==> src/rtl/snd_dec_pkg.sv <==
package snd_dec_pkg;

  // Coarse region selected by the upper address bits
  typedef enum logic [1:0] {
    RGN_RAM  = 2'd0,
    RGN_FM   = 2'd1,
    RGN_HOLE = 2'd2,
    RGN_WIN  = 2'd3
  } region_e;

  // What the decoder does with the current cycle
  typedef enum logic [2:0] {
    ACT_IDLE   = 3'd0,
    ACT_RAM_RD = 3'd1,
    ACT_RAM_WR = 3'd2,
    ACT_FM_WR  = 3'd3,
    ACT_WIN_RD = 3'd4,
    ACT_WIN_WR = 3'd5,
    ACT_BAD    = 3'd6,
    ACT_DROP   = 3'd7
  } action_e;

endpackage

==> src/rtl/snd_region_decode.sv <==
module snd_region_decode
  import snd_dec_pkg::*;
(
  input  logic [2:0] addr_top,   // address bits 15..13
  output region_e    region
);

  function automatic region_e classify(input logic [2:0] top);
    if (top[2])              return RGN_WIN;   // 0x8000-0xFFFF
    else if (top[1] == 1'b0) return RGN_RAM;   // 0x0000-0x3FFF
    else if (top[0] == 1'b0) return RGN_FM;    // 0x4000-0x5FFF
    else                     return RGN_HOLE;  // 0x6000-0x7FFF
  endfunction

  assign region = classify(addr_top);

endmodule

==> src/rtl/snd_action_sel.sv <==
module snd_action_sel
  import snd_dec_pkg::*;
(
  input  region_e region,
  input  logic    rd_en,
  input  logic    wr_en,
  input  logic    fm_enable,
  output action_e action
);

  function automatic action_e pick(input region_e r, input logic rd,
                                   input logic wr, input logic fe);
    if (!rd && !wr) return ACT_IDLE;
    if (rd && wr)   return ACT_BAD;
    case (r)
      RGN_RAM:  return wr ? ACT_RAM_WR : ACT_RAM_RD;
      RGN_FM:   return rd ? ACT_BAD : (fe ? ACT_FM_WR : ACT_DROP);
      RGN_WIN:  return wr ? ACT_WIN_WR : ACT_WIN_RD;
      default:  return ACT_BAD;
    endcase
  endfunction

  assign action = pick(region, rd_en, wr_en, fm_enable);

endmodule

==> src/rtl/snd_bank_map.sv <==
module snd_bank_map #(
  parameter int BANK_W = 9,
  parameter int WIN_W  = 15,
  localparam int OUT_W = BANK_W + WIN_W
) (
  input  logic [BANK_W-1:0] bank,
  input  logic [WIN_W-1:0]  offset,
  output logic [OUT_W-1:0]  bus_addr
);

  // Bank selects a WIN_W-sized slice; offset picks the byte inside it
  function automatic logic [OUT_W-1:0] map(input logic [BANK_W-1:0] b,
                                           input logic [WIN_W-1:0]  o);
    logic [OUT_W-1:0] base;
    base = {{WIN_W{1'b0}}, b} << WIN_W;
    return base + {{BANK_W{1'b0}}, o};
  endfunction

  assign bus_addr = map(bank, offset);

endmodule

==> src/rtl/snd_addr_decode.sv <==
module snd_addr_decode
  import snd_dec_pkg::*;
#(
  parameter int ADDR_W = 16,
  parameter int DATA_W = 8,
  parameter int BANK_W = 9,
  parameter int RAM_AW = 13,
  parameter int WIN_W  = 15,
  parameter int FM_AW  = 2,
  localparam int MB_AW = BANK_W + WIN_W
) (
  input  logic              clk,
  input  logic              rst_n,
  input  logic [ADDR_W-1:0] addr,
  input  logic [DATA_W-1:0] wdata,
  input  logic              rd_en,
  input  logic              wr_en,
  input  logic [BANK_W-1:0] bank,
  input  logic              fm_enable,
  output logic [RAM_AW-1:0] ram_addr,
  output logic              ram_re,
  output logic              ram_we,
  output logic [DATA_W-1:0] ram_wdata,
  output logic [FM_AW-1:0]  fm_addr,
  output logic              fm_we,
  output logic [DATA_W-1:0] fm_wdata,
  output logic              mb_valid,
  output logic              mb_write,
  output logic [MB_AW-1:0]  mb_addr,
  output logic [DATA_W-1:0] mb_wdata,
  output logic              anomaly
);

  region_e          region;
  action_e          action;
  logic [MB_AW-1:0] win_addr;

  snd_region_decode u_region (
    .addr_top (addr[ADDR_W-1:ADDR_W-3]),
    .region   (region)
  );

  snd_action_sel u_action (
    .region    (region),
    .rd_en     (rd_en),
    .wr_en     (wr_en),
    .fm_enable (fm_enable),
    .action    (action)
  );

  snd_bank_map #(.BANK_W(BANK_W), .WIN_W(WIN_W)) u_bank (
    .bank     (bank),
    .offset   (addr[WIN_W-1:0]),
    .bus_addr (win_addr)
  );

  // Named events for the assertions
  logic ev_ram, ev_fm, ev_win, ev_bad;
  assign ev_ram = (action == ACT_RAM_RD) || (action == ACT_RAM_WR);
  assign ev_fm  = (action == ACT_FM_WR);
  assign ev_win = (action == ACT_WIN_RD) || (action == ACT_WIN_WR);
  assign ev_bad = (action == ACT_BAD);

  always_ff @(posedge clk) begin
    if (!rst_n) begin
      ram_addr  <= '0;
      ram_re    <= 1'b0;
      ram_we    <= 1'b0;
      ram_wdata <= '0;
      fm_addr   <= '0;
      fm_we     <= 1'b0;
      fm_wdata  <= '0;
      mb_valid  <= 1'b0;
      mb_write  <= 1'b0;
      mb_addr   <= '0;
      mb_wdata  <= '0;
      anomaly   <= 1'b0;
    end else begin
      ram_re   <= (action == ACT_RAM_RD);
      ram_we   <= (action == ACT_RAM_WR);
      fm_we    <= ev_fm;
      mb_valid <= ev_win;
      mb_write <= (action == ACT_WIN_WR);
      anomaly  <= ev_bad;
      if (ev_ram) begin
        ram_addr  <= addr[RAM_AW-1:0];
        ram_wdata <= wdata;
      end
      if (ev_fm) begin
        fm_addr  <= addr[FM_AW-1:0];
        fm_wdata <= wdata;
      end
      if (ev_win) begin
        mb_addr  <= win_addr;
        mb_wdata <= wdata;
      end
    end
  end

  // ---------------- assertions ----------------
  assert_reset_idle_R1: assert property (@(posedge clk)
    $past(!rst_n) |-> !(ram_re || ram_we || fm_we || mb_valid || anomaly));

  assert_ram_window_R2: assert property (@(posedge clk) disable iff (!rst_n)
    (ram_re || ram_we) |-> ($past(addr[ADDR_W-1:ADDR_W-2]) == 2'b00
                            && ram_addr == $past(addr[RAM_AW-1:0])));

  assert_fm_gated_R3: assert property (@(posedge clk) disable iff (!rst_n)
    fm_we |-> ($past(fm_enable) && $past(wr_en) && !$past(rd_en)));

  assert_fm_drop_quiet_R4: assert property (@(posedge clk) disable iff (!rst_n)
    ($past(wr_en) && !$past(rd_en) && !$past(fm_enable)
     && $past(addr[ADDR_W-1:ADDR_W-3]) == 3'b010)
    |-> !(fm_we || anomaly || mb_valid || ram_we));

  assert_bank_offset_R5: assert property (@(posedge clk) disable iff (!rst_n)
    mb_valid |-> (mb_addr[WIN_W-1:0] == $past(addr[WIN_W-1:0])
                  && mb_addr[MB_AW-1:WIN_W] == $past(bank)));

  assert_win_dir_R6: assert property (@(posedge clk) disable iff (!rst_n)
    mb_valid |-> (mb_write == $past(wr_en)));

  assert_anomaly_strobe_R7: assert property (@(posedge clk) disable iff (!rst_n)
    anomaly |-> ($past(rd_en) || $past(wr_en)));

  assert_one_target_R8: assert property (@(posedge clk) disable iff (!rst_n)
    $onehot0({ram_re || ram_we, fm_we, mb_valid, anomaly}));

  assert_idle_no_strobe_R8: assert property (@(posedge clk) disable iff (!rst_n)
    ($past(rst_n) && !$past(rd_en) && !$past(wr_en))
    |-> !(ram_re || ram_we || fm_we || mb_valid || anomaly));

endmodule

==> config.mk <==
export PLATFORM = sky130hd
export DESIGN_NAME = snd_addr_decode
export DESIGN_NICKNAME = d
export VERILOG_FILES = /design/src/rtl/snd_dec_pkg.sv /design/src/rtl/snd_region_decode.sv /design/src/rtl/snd_action_sel.sv /design/src/rtl/snd_bank_map.sv /design/src/rtl/snd_addr_decode.sv
export SDC_FILE = /design/constraint.sdc
export NUM_CORES = 1
export LEC_CHECK = 0
export BUFFER_PORTS_ARGS = -buffer_cell sky130_fd_sc_hd__buf_2
export CORE_UTILIZATION = 35
export DETAILED_ROUTE_END_ITERATION = 8
export GPL_ROUTABILITY_DRIVEN = 0
export PLACE_DENSITY = 0.63
export SETUP_SLACK_MARGIN = 0.02
export SYNTH_ARGS = -nofsm -noshare
export SYNTH_HDL_FRONTEND = slang
export SYNTH_SLANG_ARGS = --single-unit
==> constraint.sdc <==
create_clock -name clk -period 1.7 [get_ports clk]
set_clock_uncertainty 0.1 [all_clocks]
set_input_delay 0.425 -clock clk [delete_from_list [all_inputs] [get_ports clk]]
set_output_delay 0.425 -clock clk [all_outputs]
set_load 0.01 [all_outputs]
==> metrics.txt <==
Final Hold Fails 0; CP delay by family, top flip-flops; combinational share of power 12.7%; Vias 2133; Post-CTS Setup Repair Bufs 0; Horiz. Die Dim 88.75 um; Final TNS setup 0 ns; core area 0.007253 sq mm; synth cell count leaders 96 x nand2_1, 69 x dfxtp_1, 63 x mux2i_1; CTS buffer count 9; post-CTS resize count 0; CP peak stage delay 0.35 ns; CP startpoint kind flop; status complete, no violations; Hold Slack 0.2311 ns; post-synthesis cell type count 23; vias in the first global route 1931; # port buffers 106; share of layout cells above drive strength 1 34.90%; Slowest cell on crit path dfxtp_1; crit path max fanout 2; Die Ht 88.75 um; Post-route DRC 0; EDFF count, synth 0; Bufs on Longest Clock Path 2; Worst slew margin 71.19%; num ports 107; non-filler instance count after layout 483; Pwr Total 3.234 mW; GRT Total Usage 14.25%; maximum VDD drop 0.4583 mV; post-route ant nets 0; area delta synth->final 31.54%; Remaining Overflow, GRT 0; CTS H-tree lvls 3; 1st-pass router iterations 4; max-cap viol count 0; cell taking the most area after synthesis dfxtp_1; Max Slew Vio Count 0; overall die area 0.007876 sq mm; Fillers roughly 750; Synth Instances 270; Root Buffer clkbuf_8; met2 usage a little under a quarter; Setup crit end kind output pin; Seq pwr share 53.3%; area occupied by multi-input gates roughly 0.0011 sq mm; detailed placement HPWL 3.972 mm; initial antenna violation count 0; clock share of power between 30% and 40%; minimum clock period 1.340 ns; HP Class in -> reg; register area share after synthesis 52.45%; Yosys Warn Count 0; Slew @ Worst Pin 0.4321 ns; largest net degree at the start of global routing 33; Post-layout nets approximately 420; M3 GR Usage 3.451%; Routed wire per std cell roughly 11 um; Pwr Density between 900 and 1000 mW/mm^2; top-count cell post-synth nand2_1; Hold Buf Count CTS 0; clock slew at reported path FFs 0.07 ns; met1 Usage GRT 17.79%; Worst Path Required 1.17 ns; sequence of cells on the critical path buf_2; Lkg Pwr 1.960 nW; Synth Register Bits 69; final WL 5.544 mm; antenna cells 0; kind of critical path reg -> out; Rows 31; Initial Util approximately 36%; Final setup viols 0; RSZ-0062 raised after global routing no; dominant synthesized flop cell dfxtp_1; Psw 0.8332 mW; clk sink count 69; synthesized area 0.002634 sq mm; Fmax 746.4 MHz; most used routing layer met2; Synth top area share between 50% and 60%; top post-synthesis cells by area dfxtp_1 52%, mux2i_1 24%, nand2_1 14%, buf_6 2.1%, clkbuf_1 1.1%; register area 0.001381 sq mm; syn_nets 308; Iter 0 DRT Violations 47; first-pass GRT wire length 8.576 mm; fin crit share 78.81%; Worst Path Arrival 0.81 ns; Skew-Pair Late Insertion Delay 0.33 ns; vias per inst 4.416; CTS tree built; placed cells 467; Internal Pwr Total 2.401 mW; WP buf/inv 1; Post-synth ARST share 0%; Sw Ratio between 20% and 30%; syn_area_per_cell about 9.8 sq um
-- layout make-up --
type                            count  share of cell area, %
Clock buffer                       11                  3.792
Clock inverter                      5                 0.7945
Inverter                            1                 0.1083
Multi-Input combinational cell    181                  32.72
Sequential cell                    69                  39.87
Tap cell                           99                  3.575
Timing Repair Buffer              117                  19.14
-- flip-flops by register name (all words and copies together), names as in the netlist, 2 cells and up --
| name | count |
|---|---|
| fm_addr | 2 |
| ram_addr | 13 |
| mb_wdata | 8 |
| ram_wdata | 8 |
| fm_wdata | 8 |
| mb_addr | 24 |
-- kinds of logic after synthesis --
| kind of cell | Yosys count | share of synthesized area [%] |
|---|---|---|
| DFF | 69 | 52.45 |
| AOI/OAI and AO/OA | 6 | 1.473 |
| muxes | 63 | 23.94 |
| and+or+nand+nor | 111 | 17.01 |
| buffers and inverters | 20 | 4.513 |
| xor gates and xnor gates | 1 | 0.6177 |
-- stage by stage --
stage	util [%]	setup slack [ns]	instance area [sq um]
6_report	47.77	0.3602	3465
5_1_grt	47.77	0.3086	3465
4_1_cts	47.77	0.3428	3465
3_5_place_dp	45.58	0.1616	3306
3_3_place_gp	45.58	0.1982	3306
2_1_floorplan	-	0.2932	2634
-- power groups by stage --
stage | Sequential (mW) | Combinational [mW] | Clock (mW)
2_1_floorplan | 1.80 | 0.210 | 0
3_3_place_gp | 1.76 | 0.410 | 0
3_5_place_dp | 1.76 | 0.415 | 0
4_1_cts | 1.73 | 0.416 | 1.14
5_1_grt | 1.73 | 0.452 | 1.22
6_report | 1.72 | 0.409 | 1.10
-- placed cells by master (no fill, tap or decap) --
cell type	netlist	layout
a211oi_1	1	1
clkbuf_1	8	2
a211o_1	1	1
nand2_2	1	1
clkbuf_8	0	9
buf_12	0	4
buf_4	0	7
inv_1	1	1
nand3_1	1	1
nand2_4	1	1
dfxtp_1	69	69
o21bai_1	1	1
and3_1	1	1
a21oi_1	3	3
mux2i_1	63	63
clkinvlp_4	0	1
nand2_1	96	96
nand2b_1	1	1
xor2_2	1	1
clkinv_2	0	4
nand4b_1	1	1
nor4_1	1	1
buf_2	4	106
nor2_1	5	5
nor2b_1	3	3
-- layer usage --
layer  up-vias  wire length, um
met5         -                0
li1       1103                -
met2        66             2490
met1       954             2653
met4         0               80
met3        10              320
-- worst paths after layout --
kind | cells past startpoint | slack (ns) | end | from
setup / recovery | 1 | 0.36 | ram_wdata[2] | ram_wdata[2]$_SDFFE_PN0P_
hold reg to reg | 2 | 0.35 | mb_wdata[0]$_SDFFE_PN0P_ | mb_wdata[0]$_SDFFE_PN0P_
hold / removal | 3 | 0.23 | mb_addr[16]$_SDFFE_PN0P_ | bank[1]
setup reg to reg | 2 | 1.00 | mb_addr[3]$_SDFFE_PN0P_ | mb_addr[3]$_SDFFE_PN0P_
No activity file was read; power rests on OpenSTA's default activity.
